<file path="src/rtl/gpio_evt_pkg.sv">
package gpio_evt_pkg;

  typedef enum logic [2:0] {
    EVT_FALL = 3'd0,
    EVT_RISE = 3'd1,
    EVT_BOTH = 3'd2,
    EVT_LOW  = 3'd3,
    EVT_HIGH = 3'd4
  } evt_kind_e;

  localparam logic [7:0] OFS_SET  = 8'h20;
  localparam logic [7:0] OFS_CLR  = 8'h24;
  localparam logic [7:0] OFS_MASK = 8'h28;
  localparam logic [7:0] OFS_STAT = 8'h2C;

  typedef struct packed {
    logic set_wr;
    logic clr_wr;
    logic ro_wr;
    logic mask_rd;
    logic stat_rd;
  } reg_access_t;

endpackage

</file>
<file path="src/rtl/gpio_evt_line.sv">
module gpio_evt_line
  import gpio_evt_pkg::*;
(
  input  logic       clk,
  input  logic       rst_n,
  input  logic       lvl,
  input  logic [2:0] kind,
  output logic       hit
);

  logic prev_q;

  always_ff @(posedge clk or negedge rst_n) begin
    if (!rst_n) prev_q <= 1'b0;
    else        prev_q <= lvl;
  end

  always_comb begin
    case (kind)
      EVT_FALL: hit = prev_q & ~lvl;
      EVT_RISE: hit = ~prev_q & lvl;
      EVT_BOTH: hit = prev_q ^ lvl;
      EVT_LOW:  hit = ~lvl;
      EVT_HIGH: hit = lvl;
      default:  hit = 1'b0;
    endcase
  end

  // reserved kinds stay silent
  p_reserved_quiet_r5: assert property (@(posedge clk) disable iff (!rst_n)
    (kind > 3'd4) |-> !hit);

endmodule

</file>
<file path="src/rtl/gpio_evt_decode.sv">
module gpio_evt_decode
  import gpio_evt_pkg::*;
#(
  parameter int ADDR_W = 8
) (
  input  logic              wr_en,
  input  logic              rd_en,
  input  logic [ADDR_W-1:0] addr,
  output reg_access_t       acc
);

  localparam logic [ADDR_W-1:0] A_SET  = ADDR_W'(OFS_SET);
  localparam logic [ADDR_W-1:0] A_CLR  = ADDR_W'(OFS_CLR);
  localparam logic [ADDR_W-1:0] A_MASK = ADDR_W'(OFS_MASK);
  localparam logic [ADDR_W-1:0] A_STAT = ADDR_W'(OFS_STAT);

  always_comb begin
    acc.set_wr  = wr_en && (addr == A_SET);
    acc.clr_wr  = wr_en && (addr == A_CLR);
    acc.ro_wr   = wr_en && ((addr == A_MASK) || (addr == A_STAT));
    acc.mask_rd = rd_en && (addr == A_MASK);
    acc.stat_rd = rd_en && (addr == A_STAT);
  end

endmodule

</file>
<file path="src/rtl/gpio_evt_regs.sv">
module gpio_evt_regs
  import gpio_evt_pkg::*;
#(
  parameter int NLINES = 32
) (
  input  logic              clk,
  input  logic              rst_n,
  input  logic [NLINES-1:0] hit,
  input  reg_access_t       acc,
  input  logic [NLINES-1:0] wr_data,
  output logic [NLINES-1:0] status,
  output logic [NLINES-1:0] mask
);

  logic [NLINES-1:0] stat_kept;

  // clear applies first, new events land on top
  assign stat_kept = acc.stat_rd ? '0 : status;

  always_ff @(posedge clk or negedge rst_n) begin
    if (!rst_n) begin
      status <= '0;
      mask   <= '0;
    end else begin
      status <= stat_kept | hit;
      if (acc.set_wr)      mask <= mask | wr_data;
      else if (acc.clr_wr) mask <= mask & ~wr_data;
    end
  end

  // enable write turns on every written one
  p_mask_set_r8: assert property (@(posedge clk) disable iff (!rst_n)
    acc.set_wr |=> ((mask & $past(wr_data)) == $past(wr_data)));

  // disable write turns off every written one
  p_mask_clr_r9: assert property (@(posedge clk) disable iff (!rst_n)
    acc.clr_wr |=> ((mask & $past(wr_data)) == '0));

  // no status bit is lost without a status read
  p_stat_hold_r7: assert property (@(posedge clk) disable iff (!rst_n)
    !acc.stat_rd |=> ((status & $past(status)) == $past(status)));

endmodule

</file>
<file path="src/rtl/gpio_evt_bank.sv">
module gpio_evt_bank
  import gpio_evt_pkg::*;
#(
  parameter int NLINES = 32,
  parameter int KIND_W = 3,
  parameter int ADDR_W = 8
) (
  input  logic                     clk,
  input  logic                     rst_n,
  input  logic [NLINES-1:0]        line_lvl,
  input  logic [NLINES*KIND_W-1:0] evt_kind,
  input  logic                     wr_en,
  input  logic                     rd_en,
  input  logic [ADDR_W-1:0]        addr,
  input  logic [NLINES-1:0]        wr_data,
  output logic [NLINES-1:0]        rd_data,
  output logic                     irq
);

  logic [NLINES-1:0] hit;
  logic [NLINES-1:0] status;
  logic [NLINES-1:0] mask;
  reg_access_t       acc;

  for (genvar g = 0; g < NLINES; g++) begin : g_line
    gpio_evt_line u_line (
      .clk   (clk),
      .rst_n (rst_n),
      .lvl   (line_lvl[g]),
      .kind  (evt_kind[g*KIND_W +: 3]),
      .hit   (hit[g])
    );
  end

  gpio_evt_decode #(.ADDR_W(ADDR_W)) u_dec (
    .wr_en (wr_en),
    .rd_en (rd_en),
    .addr  (addr),
    .acc   (acc)
  );

  gpio_evt_regs #(.NLINES(NLINES)) u_regs (
    .clk     (clk),
    .rst_n   (rst_n),
    .hit     (hit),
    .acc     (acc),
    .wr_data (wr_data),
    .status  (status),
    .mask    (mask)
  );

  always_ff @(posedge clk or negedge rst_n) begin
    if (!rst_n) begin
      rd_data <= '0;
      irq     <= 1'b0;
    end else begin
      irq <= |(status & mask);
      if (acc.stat_rd)      rd_data <= status;
      else if (acc.mask_rd) rd_data <= mask;
      else                  rd_data <= '0;
    end
  end

  // status read returns the pre-clear word
  p_stat_read_r6: assert property (@(posedge clk) disable iff (!rst_n)
    acc.stat_rd |=> (rd_data == $past(status)));

  // writes to read-only offsets leave the mask alone
  p_mask_ro_r10: assert property (@(posedge clk) disable iff (!rst_n)
    acc.ro_wr |=> $stable(mask));

  // interrupt rises only after a pending unmasked bit
  p_irq_rise_r12: assert property (@(posedge clk) disable iff (!rst_n)
    $rose(irq) |-> $past((status & mask) != '0));

  // interrupt falls only once nothing unmasked is pending
  p_irq_fall_r12: assert property (@(posedge clk) disable iff (!rst_n)
    $fell(irq) |-> $past((status & mask) == '0));

endmodule

</file>
<file path="config.mk">
export PLATFORM = sky130hd
export DESIGN_NAME = gpio_evt_bank
export DESIGN_NICKNAME = d
export VERILOG_FILES = /design/src/rtl/gpio_evt_pkg.sv /design/src/rtl/gpio_evt_line.sv /design/src/rtl/gpio_evt_decode.sv /design/src/rtl/gpio_evt_regs.sv /design/src/rtl/gpio_evt_bank.sv
export SDC_FILE = /design/constraint.sdc
export NUM_CORES = 1
export LEC_CHECK = 0
export BUFFER_PORTS_ARGS = -buffer_cell sky130_fd_sc_hd__buf_2
export CAP_MARGIN = 20
export CORE_MARGIN = 5
export CORE_UTILIZATION = 40
export DETAILED_ROUTE_END_ITERATION = 7
export PLACE_DENSITY = 0.71
export SLEW_MARGIN = 10
export SYNTH_ARGS = -nofsm -noshare
export SYNTH_HDL_FRONTEND = slang
export SYNTH_SLANG_ARGS = --single-unit
</file>
<file path="constraint.sdc">
create_clock -name clk -period 1.85 [get_ports clk]
set_input_delay 0.37 -clock clk [delete_from_list [all_inputs] [get_ports clk]]
set_output_delay 0.37 -clock clk [all_outputs]
set_load 0.03 [all_outputs]
</file>
==> summary.md, run 1 <==
| Metric | Value |
|---|---|
| Status | finished, final reports clean |
| Seq cells post-synth | 129 |
| Reg2Reg Depth | 3 |
| Worst skew pair latency | 400 ps |
| Min-delay src | line_lvl[14] |
| Most used DFF post-synth | dfrtp_1 |
| Max Slew Vio Count | 0 |
| # placed instances | roughly 1000 |
| Fin crit share | 80.25% |
| Fin Setup TNS | 0 ps |
| Gpl congestion | 0.7856 |
| Max Fclk | 673.6 MHz |
| Clk root buf | clkbuf_16 |
| Place WS | 125.4 ps |
| Distinct cells, synth | 21 |
| Synth top area share | 45.12% |
| Placed Area | 8536 µm² |
| Clk pin slew, worst setup/hold paths | ~60 ps |
| Max Root-Sink Buffers | 2 |
| Post-synth ARST share | between 90% and 100% |
| Syn nets | 861 |
| CTS Sinks | 129 |
| Vias in the first global route | 5717 |
| Number of synthesized flops with an enable pin | 0 |
| HP Class | input pin to flop |
| WP data arrival | 1750 ps |
| R2R Path End | irq |
| Yosys warnings | 0 |
| Via Count | 5429 |
| Setup CP Type | flop to flop |
| Initial DRC Count | 220 |
| Total wire length | 17790 µm |
| Htree depth | 4 |
| TritonCTS clock tree | built |
| Die Area | just over 20000 µm² |
| Min Tclk post-route | 1485 ps |
| # port buffers | between 200 and 250 |
| Syn-to-layout area delta | 27.75% |
| Num CTS Buffers | 17 |
| Die Wd | 143.7 µm |
| DRT Pass-1 Iters | 5 |
| Pin count of the biggest net entering global routing | 51 |
| R2R Path Start | u_regs.status[20] |
| Fill cell count | about 1600 |
| Relative slew slack | 72.88% |
| Final setup viols | 0 |
| IO Count | 205 |
| Post-route design area | 9140 µm² |
| Core ar. | about 18000 µm² |
| Hold buffers post-CTS | 1 |
| HPWL Detailed | 13560 µm |
| Via density | 5.013 |
| PwrDens | just under 800 nW/µm² |
| Leakage | just over 5 nW |
| RSZ-0062 raised after global routing | no |
| Crit Path Max Fanout | 3 |
| Fin. Hold Viols | 0 |
| Tightest Pin Transition | 406.7 ps |
| Worst Hold Path Cells | 1 |
| Register area share after synthesis | 45.12% |
| Die Y-Extent | 143.7 µm |
| Critical path endpoint category | flop |
| Worst path required time | 2120 ps |
| Wirelength per Cell | 16.43 µm |
| Critical path startpoint category | flop |
| Top cell type by total area after synthesis | dfrtp_1 |
| Final setup margin | roughly 370 ps |
| Starting Density | 40.24% |
| Post-CTS setup buffers | 0 |
| MaxCap Viol Count | 0 |
| Mapped Cells | about 630 |
| Total grt overflow | 0 |
| Setup slack, reg-to-reg | 370 ps |
| Most common cell in the netlist | inv_1 |
| Total Power | around 7 mW |
| Syn avg cell area | about 11 µm² |
| Clk_skew | slightly above 6 ps |
| Netlist Area Pre-Place | 7154 µm² |
| GRT Util Overall | 17.69% |
| Share of cells above drive strength 1 | 36.19% |
| Peak supply drop | 596.0 µV |
| Initial antenna violation count | 4 |
| Row count | 49 |
| Top cells by area, synth | dfrtp_1, ha_1, inv_1 |
| # nets final | 1076 |
| Post-route insts no fill | 1083 |
| Hold path endpoint | g_line[14].u_line.prev_q |
| Most frequent cells after synthesis | inv_1, dfrtp_1, ha_1, nand3_1 |
| First-pass GRT wire length | around 28000 µm |
| ANT nets after route | 0 |
| Residual DRC | 0 |
| CTS resizes | 0 |
kinds of logic (layout without fill, tap and decap cells):
group,count (synthesis),after routing,synth area share (%)
muxes,64,64,14.55
adders and majority gates,64,64,11.19
other,0,3,0
buffers and inverters,213,439,11.58
and+or+nand+nor,75,75,8.045
AOI/OAI and AO/OA,80,80,9.514
DFF,129,129,45.12
through the flow:
stage,util (%),hold slack (ps)
4_1_cts,51.37,88.56
6_report,51.41,113.1
5_1_grt,51.41,83.07
3_5_place_dp,48.01,308.8
3_3_place_gp,48.01,304.2
2_1_floorplan,-,74.41
metal layers:
layer	GRT usage (%)	vias up	wire length [µm]
met5	0	-	11
met2	29.63	161	8843
met4	6.095	2	304
met3	5.358	16	1245
met1	21.81	2653	7389
li1	-	2597	-
worst max path at each step:
| stage | startpoint | endpoint | slack, ps | cells past startpoint |
|---|---|---|---|---|
| after detailed placement | addr[7] | u_regs.status[12] | 130 | 5 |
| after CTS | u_regs.status[17] | irq | 330 | 3 |
| final | u_regs.status[20] | irq | 370 | 3 |
| after global routing | u_regs.status[17] | irq | 290 | 3 |
| after global placement | addr[7] | u_regs.status[18] | 170 | 5 |
| after floorplan | addr[7] | u_regs.status[30] | 370 | 5 |
worst max-delay path, cell delays in order (launching register included):
cell     delay, ps
dfrtp_1        400
a22oi_1        300
nand4_1        140
or4_1          520
layout by cell type, fill, tap and decap left out, types with 4 or more instances in the layout:
master,n
buf_2,203
inv_1,192
dfrtp_1,129
ha_1,64
nand3_1,33
mux4_2,32
o221ai_1,32
a22o_1,32
mux2i_1,32
or4b_2,31
clkbuf_16,17
a22oi_1,16
buf_12,6
buf_4,6
nand4_1,4
clkbuf_1,4
area by class of cell:
cell class	count	area, µm²	share of cell area (%)
Multi-Input combinational cell	283	3108	34.00
Antenna cell	3	7.507	0.08214
Inverter	192	720.7	7.885
Timing Repair Buffer	217	1202	13.16
Clock inverter	6	105.1	1.150
Sequential cell	129	3228	35.32
Clock buffer	24	481.7	5.270
Tap cell	229	286.5	3.135
where the power goes:
group	leakage (nW)	total [mW]	switching (mW)	internal, mW
combinational	3.35	0.722	0.343	0.378
clock	0.290	3.34	1.14	2.21
sequential	1.40	2.96	0.0535	2.90
(Power assumes the default switching activity.)
==> run 2, diff against run 1 <==
--- a/config.mk
+++ b/config.mk
@@ -10,7 +10,7 @@
 export CORE_MARGIN = 5
 export CORE_UTILIZATION = 40
 export DETAILED_ROUTE_END_ITERATION = 7
-export PLACE_DENSITY = 0.71
+export PLACE_DENSITY = 0.74
 export SLEW_MARGIN = 10
 export SYNTH_ARGS = -nofsm -noshare
 export SYNTH_HDL_FRONTEND = slang
==> constraint.sdc (replaced) <==
create_clock -name clk -period 1.24 [get_ports clk]
set_input_delay 0.248 -clock clk [delete_from_list [all_inputs] [get_ports clk]]
set_output_delay 0.248 -clock clk [all_outputs]
set_load 0.03 [all_outputs]
==> run 2 against run 1 <==
The run now ends with negative setup slack left; clock power up 49%; worst setup slack worse by 560 ps; clock-buffer cell count fell by 2; combinational power grew 86%; cell count grew 9.1%; sequential cell count is the same; global-route usage rose by 1.9 points; sequential share of layout area down 3.5 points; highest routed layer unchanged.
==> summary.md, run 2 (same netlist as run 1, synthesis figures left out) <==
| Metric | Value |
|---|---|
| Status | complete, but fails checks (was finished, final reports clean) |
| Failing checks | negative setup slack |
| HP Class | input pin to flop (unchanged) |
| PwrDens | 1055 nW/µm² (was 768.0 nW/µm²) |
| Num CTS Buffers | 17 (unchanged) |
| Core ar. | 17780 µm² (unchanged) |
| Initial antenna violation count | 3 (was 4) |
| Initial DRC Count | 201 (was 220) |
| Via density | 4.975 (was 5.013) |
| Crit-path slowest cell | or4_1 (unchanged) |
| GR Layer Usage met3 | 4.892% (was 5.358%) |
| Relative slew slack | 77.07% (was 72.88%) |
| First-pass GRT wire length | 31350 µm (was 28320 µm) |
| Commonest cells after routing, fill and taps aside | buf_2, inv_1, dfrtp_1, buf_4, ha_1 (was buf_2, inv_1, dfrtp_1, ha_1, nand3_1) |
| Vias in the first global route | 6315 (was 5717) |
| Max Fclk | 695.9 MHz (was 673.6 MHz) |
| Clk_skew | 5.668 ps (was 6.168 ps) |
| Die Wd | 143.7 µm (unchanged) |
| Final setup margin | -197.1 ps (was 365.3 ps) |
| IO Count | 205 (unchanged) |
| Worst skew pair latency | 410 ps (was 400 ps) |
| Die Y-Extent | 143.7 µm (unchanged) |
| TritonCTS clock tree | built (unchanged) |
| FF/Latch Area | 3228 µm² (unchanged) |
| Leakage | 5.505 nW (was 5.035 nW) |
| # nets final | 1175 (was 1076) |
| Row count | 49 (unchanged) |
| Critical path's largest stage delay | 530 ps (was 520 ps) |
| Clk pin slew, worst setup/hold paths | 60 ps (about the same) |
| Pin count of the biggest net entering global routing | 37 (was 51) |
| Tightest Pin Transition | 343.9 ps (was 406.7 ps) |
| Die Area | 20660 µm² (unchanged) |
| Total wire length | 19550 µm (was 17790 µm) |
| Multi-input gate area | 3339 µm² (was 3108 µm²) |
| Min Tclk post-route | 1437 ps (was 1485 ps) |
| Final setup viols | 33 (was 0) |
| HPWL Detailed | 15250 µm (was 13560 µm) |
| Buf/Inv on CP | 0 (unchanged) |
| MaxCap Viol Count | 0 (unchanged) |
| Gpl congestion | 0.8128 (was 0.7856) |
| Via Count | 5880 (was 5429) |
| Top delay family on crit path | simple AND/OR/NAND/NOR gates (unchanged) |
| Starting Density | 40.24% (unchanged) |
| Max Slew Vio Count | 0 (unchanged) |
| Syn-to-layout area delta | 41.71% (was 27.75%) |
| # port buffers | 204 (unchanged) |
| Fill cell count | 1506 (was 1603) |
| DRT Pass-1 Iters | 4 (was 5) |
| Fin Hold WS | 56.27 ps (was 113.1 ps) |
| Residual DRC | 0 (unchanged) |
| Commonest non-fill, non-tap cell in the layout | buf_2 (unchanged) |
| Setup CP Type | flop to flop (unchanged) |
| Fin. Hold Viols | 0 (unchanged) |
| ANT nets after route | 0 (unchanged) |
| Peak supply drop | 959.8 µV (was 596.0 µV) |
| Wirelength per Cell | 16.54 µm (was 16.43 µm) |
| Met1 Use GR | 23.90% (was 21.81%) |
| Fin crit share | 115.9% (was 80.25%) |
| Critical path startpoint category | flop (unchanged) |
| Place WS | -412.0 ps (was 125.4 ps) |
| CTS Sinks | 129 (unchanged) |
| Clk root buf | clkbuf_16 (unchanged) |
| Critical path endpoint category | flop (unchanged) |
| Share of cells above drive strength 1 | 47.37% (was 36.19%) |
| GRT Max-Usage Layer | met2 (unchanged) |
| Crit Path Max Fanout | 2 (was 3) |
| Total grt overflow | 0 (unchanged) |
| RSZ-0062 raised after global routing | yes (was no) |
| Worst path cell trace | a22oi_2 > nand4_1 > or4_1 (was a22oi_1 > nand4_1 > or4_1) |
| Worst path required time | 1520 ps (was 2120 ps) |
| GRT Util Overall | 19.55% (was 17.69%) |
| Max Root-Sink Buffers | 2 (unchanged) |
| Met2 Usage GRT | 33.42% (was 29.63%) |
| Htree depth | 4 (unchanged) |
| Post-layout util | 57.02% (was 51.41%) |
| WP data arrival | 1720 ps (was 1750 ps) |
[run 2: where the power goes]
group	total, mW	leakage (nW)	switching (mW)	internal (mW)
Sequential	4.40	1.40	0.0708	4.33
Clock	4.96	0.288	1.81	3.15
Combinational	1.34	3.82	0.613	0.725
Total	10.7	5.51	2.49	8.20
[run 2: final timing paths]
kind,endpoint,slack [ps],startpoint,cells past startpoint
setup / recovery,irq,-200,flop,3
setup reg to reg,irq,-200,flop,3
min in group asynchronous,asynchronous set/reset pin,300,rst_n,2
hold reg to reg,rd_data[23],530,flop,1
max in group asynchronous,asynchronous set/reset pin,410,rst_n,3
hold / removal,g_line[15].u_line.prev_q,60,line_lvl[15],2
[run 2: per-layer routing]
metal	up-vias	share of wire, %
met3	49	6.1
met5	-	0.11
li1	2788	-
met2	185	50
met4	4	3.2
met1	2854	41
[run 2: final cells by class]
class / instances / share of cell area (%)
clock buffer: 22 / 4.776
multi-input combinational: 283 / 32.94
sequential: 129 / 31.84
antenna: 1 / 0.02468
timing repair buffer: 316 / 19.42
inverter: 192 / 7.108
tap: 229 / 2.826
clock inverter: 10 / 1.061
[run 2: through the flow]
stage	instances	cell area (µm²)	TNS, ps	power [mW]
final	1182	10140	-3309	10.70
after global routing	1182	10140	-4919	11.19
after CTS	1181	10110	-3470	10.83
after detailed placement	1148	9291	-28940	5.770
after global placement	1148	9291	-24730	5.713
after floorplan	625	7212	-3503	4.970
[run 2: timing repair]
action / CTS / global route
setup buffers: 0 / 0
resized for setup: 39 / 11
pin swaps: 29 / 0
endpoints found under the setup margin: 37 / 53
hold buffers: 1 / 0
hold endpoints to repair: 23 / 0
